`src/rtl/supply_ctl_pkg.sv`:
```
// Package: shared types and field positions for the supply-control target.
// Assumes 8-bit bytes on the bus and a 5-bit control field.
package supply_ctl_pkg;
    localparam int unsigned BYTE_W  = 8;
    localparam int unsigned CTL_W   = 5;
    localparam int unsigned BITCNT_W = $clog2(BYTE_W + 1);
    // Field positions in the status byte; positions above FLAG_OL read as 0.
    localparam int unsigned ECHO_W  = 3;
    localparam int unsigned FLAG_OT = 3;
    localparam int unsigned FLAG_OL = 4;

    typedef enum logic [2:0] {
        ST_IDLE,   // bus free or not yet addressed
        ST_ADDR,   // shifting in the address byte
        ST_AACK,   // driving address acknowledge
        ST_WR,     // shifting in the control byte
        ST_WACK,   // driving data acknowledge
        ST_RD,     // shifting out the status byte
        ST_RACK,   // waiting for host acknowledge
        ST_HOLD    // transfer finished or ignored, waiting for START/STOP
    } tgt_state_e;
endpackage

```
`src/rtl/bus_line_sync.sv`:
```
// Module: bus_line_sync
// Brings SCL and SDA into the clock domain and turns their levels into
// edge and START/STOP events. Assumes the system clock is at least
// several times faster than SCL. The idle bus level is high.
module bus_line_sync (
    input  logic clk,
    input  logic rst_n,
    input  logic scl_i,
    input  logic sda_i,
    output logic scl_lvl,
    output logic sda_lvl,
    output logic scl_rise,
    output logic scl_fall,
    output logic start_det,
    output logic stop_det
);
    logic [1:0] scl_ff, sda_ff;
    logic       scl_prev, sda_prev;

    // Two-stage synchroniser plus one stage of history per line.
    always_ff @(posedge clk) begin
        if (!rst_n) begin
            scl_ff   <= 2'b11;
            sda_ff   <= 2'b11;
            scl_prev <= 1'b1;
            sda_prev <= 1'b1;
        end else begin
            scl_ff   <= {scl_ff[0], scl_i};
            sda_ff   <= {sda_ff[0], sda_i};
            scl_prev <= scl_ff[1];
            sda_prev <= sda_ff[1];
        end
    end

    // Event decode from the current and previous synchronised levels.
    always_comb begin
        scl_lvl   = scl_ff[1];
        sda_lvl   = sda_ff[1];
        scl_rise  = scl_ff[1] & ~scl_prev;
        scl_fall  = ~scl_ff[1] & scl_prev;
        start_det = scl_ff[1] & scl_prev & sda_prev & ~sda_ff[1];
        stop_det  = scl_ff[1] & scl_prev & ~sda_prev & sda_ff[1];
    end
endmodule

```
`src/rtl/target_byte_engine.sv`:
```
// Module: target_byte_engine
// Bit-level target protocol. It matches the address, receives one
// control byte, and sends the status byte repeatedly for as long as the
// host acknowledges. It commits a write only at the falling SCL edge
// after the eighth data bit. Assumes events come from bus_line_sync.
module target_byte_engine
    import supply_ctl_pkg::*;
(
    input  logic              clk,
    input  logic              rst_n,
    input  logic              scl_lvl,
    input  logic              sda_lvl,
    input  logic              scl_rise,
    input  logic              scl_fall,
    input  logic              start_det,
    input  logic              stop_det,
    input  logic [6:0]        dev_addr,
    input  logic [BYTE_W-1:0] status_byte,
    output logic              sda_oe,
    output logic              wr_en,
    output logic [BYTE_W-1:0] wr_data
);
    localparam logic [BITCNT_W-1:0] LAST_BIT = BITCNT_W'(BYTE_W);

    tgt_state_e          state;
    logic [BYTE_W-1:0]   shreg;
    logic [BITCNT_W-1:0] bit_cnt;
    logic                rnw;

    // Protocol sequencer: bus events move the state; START and STOP come first.
    always_ff @(posedge clk) begin
        if (!rst_n) begin
            state   <= ST_IDLE;
            shreg   <= '0;
            bit_cnt <= '0;
            rnw     <= 1'b0;
            sda_oe  <= 1'b0;
            wr_en   <= 1'b0;
            wr_data <= '0;
        end else begin
            wr_en <= 1'b0;
            if (start_det) begin
                state   <= ST_ADDR;
                bit_cnt <= '0;
                sda_oe  <= 1'b0;
            end else if (stop_det) begin
                state  <= ST_IDLE;
                sda_oe <= 1'b0;
            end else begin
                case (state)
                    ST_ADDR, ST_WR: begin
                        if (scl_rise) begin
                            shreg   <= {shreg[BYTE_W-2:0], sda_lvl};
                            bit_cnt <= bit_cnt + 1'b1;
                        end else if (scl_fall && bit_cnt == LAST_BIT) begin
                            if (state == ST_ADDR) begin
                                if (shreg[BYTE_W-1:1] == dev_addr) begin
                                    rnw    <= shreg[0];
                                    sda_oe <= 1'b1;
                                    state  <= ST_AACK;
                                end else begin
                                    state <= ST_HOLD;
                                end
                            end else begin
                                wr_en   <= 1'b1;
                                wr_data <= shreg;
                                sda_oe  <= 1'b1;
                                state   <= ST_WACK;
                            end
                        end
                    end
                    ST_AACK: begin
                        if (scl_fall) begin
                            bit_cnt <= '0;
                            if (rnw) begin
                                shreg  <= status_byte;
                                sda_oe <= ~status_byte[BYTE_W-1];
                                state  <= ST_RD;
                            end else begin
                                sda_oe <= 1'b0;
                                state  <= ST_WR;
                            end
                        end
                    end
                    ST_WACK: begin
                        if (scl_fall) begin
                            sda_oe <= 1'b0;
                            state  <= ST_HOLD;
                        end
                    end
                    ST_RD: begin
                        if (scl_rise) begin
                            bit_cnt <= bit_cnt + 1'b1;
                        end else if (scl_fall) begin
                            if (bit_cnt == LAST_BIT) begin
                                sda_oe <= 1'b0;
                                state  <= ST_RACK;
                            end else begin
                                shreg  <= {shreg[BYTE_W-2:0], 1'b0};
                                sda_oe <= ~shreg[BYTE_W-2];
                            end
                        end
                    end
                    ST_RACK: begin
                        if (scl_rise && sda_lvl) begin
                            state <= ST_HOLD;
                        end else if (scl_fall) begin
                            bit_cnt <= '0;
                            shreg   <= status_byte;
                            sda_oe  <= ~status_byte[BYTE_W-1];
                            state   <= ST_RD;
                        end
                    end
                    default: ;
                endcase
            end
        end
    end

    // the SDA drive changes only while SCL is low.
    p_sda_change_scl_low_r8: assert property (@(posedge clk) disable iff (!rst_n)
        (sda_oe != $past(sda_oe)) |-> !scl_lvl);

    // a host NACK on a read byte leaves the bus released and the target idle.
    p_nack_release_r5: assert property (@(posedge clk) disable iff (!rst_n)
        (state == ST_RACK && scl_rise && sda_lvl && !start_det && !stop_det)
        |=> (!sda_oe && state == ST_HOLD));

    // a STOP abandons the transfer, releases SDA and issues no commit.
    p_stop_release_r6: assert property (@(posedge clk) disable iff (!rst_n)
        stop_det |=> (!sda_oe && !wr_en && state == ST_IDLE));

    // an idle target never holds SDA low.
    p_idle_quiet_r7: assert property (@(posedge clk) disable iff (!rst_n)
        (state == ST_IDLE || state == ST_HOLD || state == ST_ADDR) |-> !sda_oe);
endmodule

```
`src/rtl/ctl_status_reg.sv`:
```
// Module: ctl_status_reg
// Holds the control field and assembles the status byte. The byte combines
// the synchronised fault monitors with an echo of the low control bits.
// Assumes the monitors are asynchronous levels.
module ctl_status_reg
    import supply_ctl_pkg::*;
(
    input  logic              clk,
    input  logic              rst_n,
    input  logic              wr_en,
    input  logic [BYTE_W-1:0] wr_data,
    input  logic              ot_mon,
    input  logic              ol_mon,
    output logic [CTL_W-1:0]  ctl_q,
    output logic [BYTE_W-1:0] status_byte
);
    logic [1:0] ot_ff, ol_ff;

    // Control register: loads the low bits of a committed byte.
    always_ff @(posedge clk) begin
        if (!rst_n) ctl_q <= '0;
        else if (wr_en) ctl_q <= wr_data[CTL_W-1:0];
    end

    // Two-stage synchronisers for the fault monitors.
    always_ff @(posedge clk) begin
        if (!rst_n) begin
            ot_ff <= '0;
            ol_ff <= '0;
        end else begin
            ot_ff <= {ot_ff[0], ot_mon};
            ol_ff <= {ol_ff[0], ol_mon};
        end
    end

    // Status byte assembly; bits above the overload flag read as 0.
    always_comb begin
        status_byte                 = '0;
        status_byte[ECHO_W-1:0]     = ctl_q[ECHO_W-1:0];
        status_byte[FLAG_OT]        = ot_ff[1];
        status_byte[FLAG_OL]        = ol_ff[1];
    end

    // a commit loads exactly the low five bits of the byte.
    p_commit_value_r2: assert property (@(posedge clk) disable iff (!rst_n)
        wr_en |=> (ctl_q == $past(wr_data[CTL_W-1:0])));

    // the control field never moves without a commit.
    p_ctl_hold_r6: assert property (@(posedge clk) disable iff (!rst_n)
        !wr_en |=> $stable(ctl_q));
endmodule

```
`src/rtl/supply_ctl_i2c_target.sv`:
```
// Module: supply_ctl_i2c_target
// Top level for one section: synchroniser, protocol engine and register.
// SECTION (0 or 1) fixes the address pair. The strap picks one address
// of the pair. SDA is open drain: sda_oe_o high pulls the line low.
module supply_ctl_i2c_target #(
    parameter bit SECTION = 1'b0
) (
    input  logic clk,
    input  logic rst_n,
    input  logic scl_i,
    input  logic sda_i,
    output logic sda_oe_o,
    input  logic addr_strap_i,
    input  logic ot_mon_i,
    input  logic ol_mon_i,
    output logic out_en_o,
    output logic out_vsel_o,
    output logic out_llc_o,
    output logic out_ttx_o,
    output logic out_ten_o
);
    import supply_ctl_pkg::*;

    localparam logic [6:0] ADDR_BASE = 7'h08 | {5'b0, SECTION, 1'b0};

    logic scl_lvl, sda_lvl, scl_rise, scl_fall, start_det, stop_det;
    logic              wr_en;
    logic [BYTE_W-1:0] wr_data, status_byte;
    logic [CTL_W-1:0]  ctl_q;
    logic [6:0]        dev_addr;

    // Device address from the section base and the strap.
    always_comb dev_addr = ADDR_BASE | {6'b0, addr_strap_i};

    bus_line_sync u_sync (
        .clk(clk), .rst_n(rst_n), .scl_i(scl_i), .sda_i(sda_i),
        .scl_lvl(scl_lvl), .sda_lvl(sda_lvl), .scl_rise(scl_rise),
        .scl_fall(scl_fall), .start_det(start_det), .stop_det(stop_det)
    );

    target_byte_engine u_engine (
        .clk(clk), .rst_n(rst_n), .scl_lvl(scl_lvl), .sda_lvl(sda_lvl),
        .scl_rise(scl_rise), .scl_fall(scl_fall), .start_det(start_det),
        .stop_det(stop_det), .dev_addr(dev_addr), .status_byte(status_byte),
        .sda_oe(sda_oe_o), .wr_en(wr_en), .wr_data(wr_data)
    );

    ctl_status_reg u_reg (
        .clk(clk), .rst_n(rst_n), .wr_en(wr_en), .wr_data(wr_data),
        .ot_mon(ot_mon_i), .ol_mon(ol_mon_i), .ctl_q(ctl_q),
        .status_byte(status_byte)
    );

    // Control outputs straight from the register.
    always_comb {out_ten_o, out_ttx_o, out_llc_o, out_vsel_o, out_en_o} = ctl_q;
endmodule

```
`config.mk`:
```
export PLATFORM = sky130hd
export DESIGN_NAME = supply_ctl_i2c_target
export DESIGN_NICKNAME = d
export VERILOG_FILES = /design/src/rtl/supply_ctl_pkg.sv /design/src/rtl/bus_line_sync.sv /design/src/rtl/target_byte_engine.sv /design/src/rtl/ctl_status_reg.sv /design/src/rtl/supply_ctl_i2c_target.sv
export SDC_FILE = /design/constraint.sdc
export NUM_CORES = 1
export LEC_CHECK = 0
export BUFFER_PORTS_ARGS = -buffer_cell sky130_fd_sc_hd__clkbuf_2
export CAP_MARGIN = 20
export CORE_ASPECT_RATIO = 0.8
export CORE_MARGIN = 5
export CORE_UTILIZATION = 35
export DETAILED_ROUTE_END_ITERATION = 7
export PLACE_DENSITY = 0.61
export SYNTH_ARGS = -nofsm -noshare
export SYNTH_HDL_FRONTEND = slang
export SYNTH_SLANG_ARGS = --single-unit
export TNS_END_PERCENT = 10
```
`constraint.sdc`:
```
create_clock -name clk -period 2.4 [get_ports clk]
set_input_delay 0.24 -clock clk [delete_from_list [all_inputs] [get_ports clk]]
set_output_delay 0.24 -clock clk [all_outputs]
set_load 0.02 [all_outputs]
```
==> results of run 1 <==
-- state kept, by name, indices dropped and copies added (netlist names), 2 cells and up --
register          cells
u_reg.ot_ff           2
u_engine.state        3
u_reg.ol_ff           2
u_engine.bit_cnt      4
u_engine.wr_data      5
u_sync.sda_ff         2
u_sync.scl_ff         2
u_engine.shreg        8
u_reg.ctl_q           5
-- power by group through the flow --
stage	Combinational [mW]	Sequential (mW)	Clock, mW
global route	0.0709	0.655	0.700
CTS	0.0634	0.653	0.670
global placement	0.0637	0.667	0
detailed placement	0.0632	0.668	0
finish	0.0636	0.653	0.653
floorplan	0.0592	0.658	0
-- cell type report --
cell class / count / area, um2
fill: 521 / 3040
multi-input combinational: 143 / 1010
sequential: 38 / 761
tap: 62 / 77.6
clock buffer: 5 / 68.8
clock inverter: 3 / 68.8
timing repair buffer: 12 / 60.1
inverter: 10 / 37.5
-- stage by stage --
stage / hold WS, ps / util [%] / instance area, um2 / power [mW]
2_1_floorplan: 313 / - / 1880 / 0.717
4_1_cts: 120 / 40.6 / 2080 / 1.39
6_report: 129 / 40.6 / 2080 / 1.37
3_3_place_gp: 389 / 38.0 / 1940 / 0.731
5_1_grt: 135 / 40.6 / 2080 / 1.43
3_5_place_dp: 397 / 38.0 / 1940 / 0.731
-- per-layer routing --
metal  global-route usage [%]  wire length (um)
met1                     16.8              2030
met2                     15.9              1530
met3                     4.44               216
met4                     3.95                56
met5                        0                 0
-- Yosys cell counts, drive strengths merged, types with 2 or more instances --
library cell and count:
a311oi 6, a31oi 3, a221oi 2, nand2 14
inv 10, nand4 2, or3 3, nor2b 4
nand3 6, xnor2 3, nor3 6, and2 6
nor2 16, nand3b 2, clkbuf 5, nand4b 2
o32a 2, o21ai 7, o211ai 5, dfxtp 38
buf 8, nor4b 2, nand2b 12, mux2i 13
ha 2, o22ai 2, a21oi 9
-- placed cells by master (no fill, tap or decap), drive strengths merged, types with 3 or more instances in the layout --
master  instances
dfxtp          38
clkbuf         17
nor2           16
nand2          14
mux2i          13
nand2b         12
inv            10
a21oi           9
o21ai           7
nor3            6
a311oi          6
nand3           6
and2            6
o211ai          5
nor2b           4
xnor2           3
a31oi           3
or3             3
-- final timing paths --
kind	from	end	slack, ps	cells after the start
max	u_engine.state[1]	u_engine.shreg[2]	300	4
min	sda_i	u_sync.sda_ff[0]	130	2
max reg2reg	u_engine.state[1]	u_engine.shreg[2]	300	4
min reg2reg	u_sync.sda_ff[0]	u_sync.sda_ff[1]	410	1
-- cells by family (layout without fill, tap and decap cells) --
group	count (synthesis)	count (layout)
AOI/OAI and AO/OA	44	44
muxes	14	14
and+or+nand+nor	80	80
buffers and inverters	23	30
DFF	38	38
adders and majority gates	2	2
xor gates and xnor gates	3	3
-- critical path, stage by stage (launching register included) --
cell	delay (ps)
dfxtp_1	610
nand2b_1	430
o32ai_2	610
nor3_1	100
a311oi_1	250
==> impl_metrics.py, run 1 <==
metrics = {
    "run_status": {
        "status": "complete, no violations",
    },
    "synth": {
        "synthSimpleGateAreaFrac_pct": 25.0,
        "synth_seq_cells": 38,
        "synth_compound_area_share_pct": 18.4,
        "synth.cell_area_um2": 1880,
        "synthAdderAreaFrac_pct": 1.33,
        "synthXorXnorAreaFrac_pct": 1.40,
        "ys.flop_type": "dfxtp_1",
        "netlist_top_cells_area": "dfxtp_1 40%, mux2i_1 6.9%, nor2_1 3.2%",
        "synth_seq_area_share_pct": 40.5,
        "syn_area_per_cell_um2": 9.22,
        "synth_top_cell_by_area": "dfxtp_1",
        "synth_fp_nets": 213,
        "synth-edff-count": 0,
        "synth_top_area_share_pct": 40.5,
        "async_flop_share_pct": 0,
        "syn_inst": 204,
        "yosys-mux-area-fraction_pct": 7.52,
        "yosysWarnings": 0,
        "synth_top_family_by_area": "simple AND/OR/NAND/NOR gates",
        "yosysUniqueCellTypes": 47,
    },
    "setup_path": {
        "crit_path_end_kind": "flop",
        "cp.required_ps": 2600,
        "crit_path_start_kind": "flop",
        "crit_type": "reg2reg",
        "crit_fanout": 14,
        "cp.arrival_ps": 2300,
    },
    "sta": {
        "drv_slew": 0,
        "max_freq_ghz": 0.476,
        "relSlewSlack_pct": 58.9,
        "rsz0062_at_grt": "false",
        "finalHoldViolCount": 0,
        "setup_tns_ps": 0,
        "setup_ws_ps": 297,
        "fin_worst_skew_ps": 4.26,
        "finalSetupViolations": 0,
        "fin_crit_sh_pct": 87.6,
        "finalCriticalPeriod_ps": 2100,
        "tightestPinTransition_ps": 615,
    },
    "routing": {
        "drc": 0,
        "drtPass1Iterations": 4,
        "first_iter_violations": 89,
        "routed_wl_um": 3820,
        "viasPerCell": 5.36,
        "ant_nets": 0,
        "vias": 1462,
        "avgRoutedWirePerCell_um": 14.0,
    },
    "die": {
        "io_pins": 13,
        "die_area_um2": 6950,
        "row_count": 23,
        "core_region_area_um2": 5120,
        "start_util_pct": 36.7,
        "die_height_um": 75.6,
        "die_x_um": 92.0,
    },
    "power": {
        "clkPwrFrac_pct": 47.7,
        "power_switching_mw": 0.287,
        "internal_power_mw": 1.08,
        "combPwrFrac_pct": 4.6,
        "p_seq_share_pct": 47.7,
        "swShare_pct": 21.0,
        "vdd_drop_max_v": 0.000369,
        "power.density_nw_per_um2": 657,
        "leakage_nw": 0.735,
    },
    "grt": {
        "overflow": 0,
        "grt_pass1_wl_um": 6350,
        "grt_pass1_vias": 1307,
        "grt_max_degree": 21,
        "grt_use_total_pct": 11.7,
        "grt_antenna_before_repair": 0,
    },
    "finish": {
        "synthToLayoutAreaGrowth_pct": 10.7,
        "final_net_count": 219,
        "drive_gt1_share_pct": 14.7,
        "antennaDiodeCount": 0,
        "instances_no_fill": 273,
    },
    "place": {
        "place.gp.congestion": 0.817,
        "place.port_buffers": 12,
        "dp.cells": 265,
        "hpwlAfterDp_um": 2660,
        "pre_cts_slack_ps": 383,
    },
    "clock_tree": {
        "cts_buffers": 5,
        "root_buffer": "clkbuf_8",
        "cts.sinks": 38,
        "ctsResizeCount": 0,
        "cts_hold_buffers": 0,
        "htree_levels": 2,
        "clock_path_buffers": 2,
        "clk_latency_ps": 290,
        "postCtsSetupBuffers": 0,
        "cts_tree": "yes",
        "path_clk_slew_ps": 80,
    },
    "flow_run": {
        "drv_cap": 0,
    },
    "min_path": {
        "hp-class": "in2reg",
    },
}
Power figures use the tool's default switching activity.
==> run 2: changes to the inputs <==
- MAX_ROUTING_LAYER: not set -> met4
==> impl_metrics.py, run 2 (synthesis gave the netlist of run 1 again) <==
metrics = {
    "finish": {
        "largest_register": "u_engine.shreg",
        "instances_no_fill": 273,
        "reg_top3": "u_engine.shreg: 8 flops, u_engine.wr_data: 5 flops, u_reg.ctl_q: 5 flops",
        "synthToLayoutAreaGrowth_pct": 10.7,
        "final_cell_mix": "38 x dfxtp_1, 16 x nor2_1, 14 x nand2_1, 13 x mux2i_1, 12 x clkbuf_2",
        "nFillCells": 521,
        "largest_register_ffs": 8,
        "drive_gt1_share_pct": 14.7,
        "post-route-util_pct": 40.6,
        "final_common_cell": "dfxtp_1",
        "fin_area_um2": 2080,
        "final_net_count": 219,
        "antennaDiodeCount": 0,
    },
    "clock_tree": {
        "clock_path_buffers": 2,
        "postCtsSetupBuffers": 0,
        "clk_latency_ps": 290,
        "ctsResizeCount": 0,
        "path_clk_slew_ps": 80,
        "cts_hold_buffers": 0,
        "cts.sinks": 38,
        "cts_buffers": 5,
        "root_buffer": "clkbuf_8",
        "htree_levels": 2,
        "cts_tree": "yes",
    },
    "sta": {
        "relSlewSlack_pct": 59.1,
        "finalCriticalPeriod_ps": 2080,
        "drv_slew": 0,
        "max_freq_ghz": 0.481,
        "rsz0062_at_grt": "false",
        "finalSetupViolations": 0,
        "fin_worst_skew_ps": 4.20,
        "tightestPinTransition_ps": 613,
        "setup_ws_ps": 321,
        "fin_crit_sh_pct": 86.6,
        "finalHoldViolCount": 0,
        "holdWs_ps": 128,
        "setup_tns_ps": 0,
    },
    "setup_path": {
        "crit_fanout": 14,
        "cp.arrival_ps": 2280,
        "crit_type": "reg2reg",
        "cp.required_ps": 2600,
        "crit_path_start_kind": "flop",
        "crit_path_end_kind": "flop",
    },
    "run_status": {
        "status": "complete, no violations",
    },
    "routing": {
        "avgRoutedWirePerCell_um": 14.0,
        "ant_nets": 0,
        "drc": 0,
        "viasPerCell": 5.40,
        "routed_wl_um": 3820,
        "vias": 1473,
        "first_iter_violations": 101,
        "drtPass1Iterations": 4,
    },
    "die": {
        "die_x_um": 92.0,
        "core_region_area_um2": 5120,
        "die_area_um2": 6950,
        "start_util_pct": 36.7,
        "die_height_um": 75.6,
        "row_count": 23,
        "io_pins": 13,
    },
    "grt": {
        "grt_use_total_pct": 12.1,
        "grt_max_degree": 21,
        "grt_pass1_wl_um": 6350,
        "grt_antenna_before_repair": 0,
        "overflow": 0,
        "grt_pass1_vias": 1305,
    },
    "place": {
        "place.gp.congestion": 0.829,
        "dpl-instance-area_um2": 1940,
        "hpwlAfterDp_um": 2660,
        "place.port_buffers": 12,
        "pre_cts_slack_ps": 383,
        "dp.cells": 265,
    },
    "power": {
        "power.density_nw_per_um2": 658,
        "power.total_mw": 1.37,
        "leakage_nw": 0.735,
        "vdd_drop_max_v": 0.000370,
    },
    "min_path": {
        "hp-class": "in2reg",
    },
    "flow_run": {
        "drv_cap": 0,
    },
}
run 2: worst paths after layout:
path / from / end / slack [ps] / cells after the start
min: sda_i / u_sync.sda_ff[0] / 130 / 2
max reg2reg: u_engine.state[1] / u_engine.shreg[2] / 320 / 4
min reg2reg: u_sync.sda_ff[0] / u_sync.sda_ff[1] / 410 / 1
max: u_engine.state[1] / u_engine.shreg[2] / 320 / 4
run 2: routing by layer:
layer / track usage (%) / vias up / routed length, um
li1: - / 743 / -
met1: 16.9 / 688 / 2030
met2: 15.9 / 35 / 1520
met3: 4.44 / 7 / 214
met4: 3.95 / 0 / 56
met5: - / - / 0
run 2: power breakdown:
group	total [mW]	internal (mW)	switching (mW)
clock network	0.654	0.416	0.237
registers	0.653	0.639	0.0138
logic	0.0635	0.0267	0.0368
total	1.37	1.08	0.288
run 2: area by class of cell:
| type | instances | area (um2) | share of cell area, % |
|---|---|---|---|
| clock buffers | 5 | 68.8 | 3.31 |
| clock inverters | 3 | 68.8 | 3.31 |
| inverters | 10 | 37.5 | 1.80 |
| multi-input cells | 143 | 1010 | 48.4 |
| flip-flops and latches | 38 | 761 | 36.5 |
| well taps | 62 | 77.6 | 3.73 |
| repair buffers | 12 | 60.1 | 2.88 |
run 2: worst max-delay path, stage by stage, from the launching register on:
cell and delay, ps:
dfxtp_1 610, nand2b_1 420, o32ai_2 600, nor3_1 100, a311oi_1 250
==> run 3: changes to the inputs <==
- BUFFER_PORTS_ARGS: -buffer_cell sky130_fd_sc_hd__clkbuf_2 -> -buffer_cell sky130_fd_sc_hd__buf_2
- SLEW_MARGIN: not set -> 40
- clock period: 2.4 -> 2.34 ns (I/O delays scaled with it)
==> impl_metrics.py, run 3 (synthesis gave the netlist of run 1 again) <==
metrics = {
    "grt": {
        "grt_use_total_pct": 12.4,
        "grt_pass1_wl_um": 6600,
        "overflow": 0,
        "grt_antenna_before_repair": 0,
        "grt_pass1_vias": 1353,
        "grt_max_degree": 21,
    },
    "finish": {
        "largest_register": "u_engine.shreg",
        "instances_no_fill": 274,
        "antennaDiodeCount": 0,
        "final_cell_mix": "38 x dfxtp_1, 16 x nor2_1, 14 x nand2_1, 13 x mux2i_1, 12 x buf_2",
        "largest_register_ffs": 8,
        "seq_area_um2": 761,
        "synthToLayoutAreaGrowth_pct": 11.1,
        "final_net_count": 220,
        "nFillCells": 505,
        "multi_input_area_um2": 1010,
        "reg_top3": "u_engine.shreg: 8 flops, u_engine.wr_data: 5 flops, u_reg.ctl_q: 5 flops",
        "final_common_cell": "dfxtp_1",
        "drive_gt1_share_pct": 15.1,
    },
    "routing": {
        "ant_nets": 0,
        "first_iter_violations": 109,
        "routed_wl_um": 3950,
        "avgRoutedWirePerCell_um": 14.4,
        "vias": 1493,
        "drc": 0,
        "viasPerCell": 5.45,
        "drtPass1Iterations": 4,
    },
    "min_path": {
        "hp-class": "in2reg",
        "hold_path_depth": 2,
    },
    "setup_path": {
        "r2r-end": "u_engine.shreg[2]",
        "crit_path_end_kind": "flop",
        "reg2reg_depth": 4,
        "rr_startpoint": "u_engine.state[0]",
        "cp-startpoint": "u_engine.state[0]",
        "cp.arrival_ps": 2270,
        "crit_type": "reg2reg",
        "ff2ff_setup_slack_ps": 270,
        "cp.required_ps": 2540,
        "endpoint": "u_engine.shreg[2]",
        "crit_path_start_kind": "flop",
        "crit_fanout": 17,
    },
    "power": {
        "leakage_nw": 0.745,
        "power.density_nw_per_um2": 673,
        "power.total_mw": 1.41,
        "vdd_drop_max_v": 0.000461,
    },
    "clock_tree": {
        "cts_buffers": 5,
        "ctsResizeCount": 0,
        "clock_path_buffers": 2,
        "path_clk_slew_ps": 80,
        "cts.sinks": 38,
        "root_buffer": "clkbuf_8",
        "clk_latency_ps": 290,
        "cts_hold_buffers": 0,
        "cts_tree": "yes",
        "htree_levels": 2,
        "postCtsSetupBuffers": 0,
    },
    "sta": {
        "drv_slew": 0,
        "relSlewSlack_pct": 60.1,
        "max_freq_ghz": 0.482,
        "fin_crit_sh_pct": 88.6,
        "finalCriticalPeriod_ps": 2070,
        "tightestPinTransition_ps": 598,
        "finalSetupViolations": 0,
        "rsz0062_at_grt": "false",
        "fin_worst_skew_ps": 6.10,
        "finalHoldViolCount": 0,
        "setup_tns_ps": 0,
    },
    "place": {
        "dp.cells": 266,
        "place.port_buffers": 12,
        "place.gp.congestion": 0.882,
        "hpwlAfterDp_um": 2710,
    },
    "die": {
        "row_count": 23,
        "core_region_area_um2": 5120,
        "io_pins": 13,
        "start_util_pct": 36.7,
        "die_x_um": 92.0,
        "die_height_um": 75.6,
        "die_area_um2": 6950,
    },
    "run_status": {
        "status": "complete, no violations",
    },
    "flow_run": {
        "drv_cap": 0,
    },
}
-- run 3: through the flow --
stage	setup WS (ps)	hold WS (ps)	instance area (um2)	util, %
finish	267	122	2090	40.8
global route	27.4	129	2090	40.8
CTS	293	115	2090	40.8
detailed placement	362	398	1950	38.1
global placement	409	388	1950	38.1
floorplan	721	307	1880	-
-- run 3: metal layers --
layer	wire, um	global-route usage (%)
met2	1630	17.5
met4	53	5.93
met3	234	2.96
met5	0	-
met1	2030	16.9
-- run 3: critical path, stage by stage (launching register included) --
cell	delay [ps]
dfxtp_1	500
nand2b_1	500
o32ai_2	620
nor3_1	100
a311oi_1	260
-- run 3: power breakdown --
part | switching (mW) | leakage [nW] | total (mW) | internal (mW)
Sequential | 0.0143 | 0.308 | 0.670 | 0.655
Combinational | 0.0381 | 0.368 | 0.0655 | 0.0274
Clock | 0.243 | 0.0683 | 0.671 | 0.427
-- run 3: worst min-delay path by stage --
stage | start | slack (ps) | end
after CTS | sda_i | 120 | u_sync.sda_ff[0]
after detailed placement | u_sync.sda_ff[0] | 400 | u_sync.sda_ff[1]
after floorplan | rst_n | 310 | u_sync.sda_ff[1]
after global routing | scl_i | 130 | u_sync.scl_ff[0]
final | sda_i | 120 | u_sync.sda_ff[0]
after global placement | u_sync.sda_ff[0] | 390 | u_sync.sda_ff[1]
-- run 3: final cells by class --
| cell class | instances | area share, % |
|---|---|---|
| clock buffers | 5 | 3.29 |
| clock inverters | 3 | 3.29 |
| inverters | 10 | 1.80 |
| multi-input cells | 143 | 48.3 |
| flip-flops and latches | 38 | 36.4 |
| well taps | 62 | 3.71 |
| repair buffers | 13 | 3.23 |
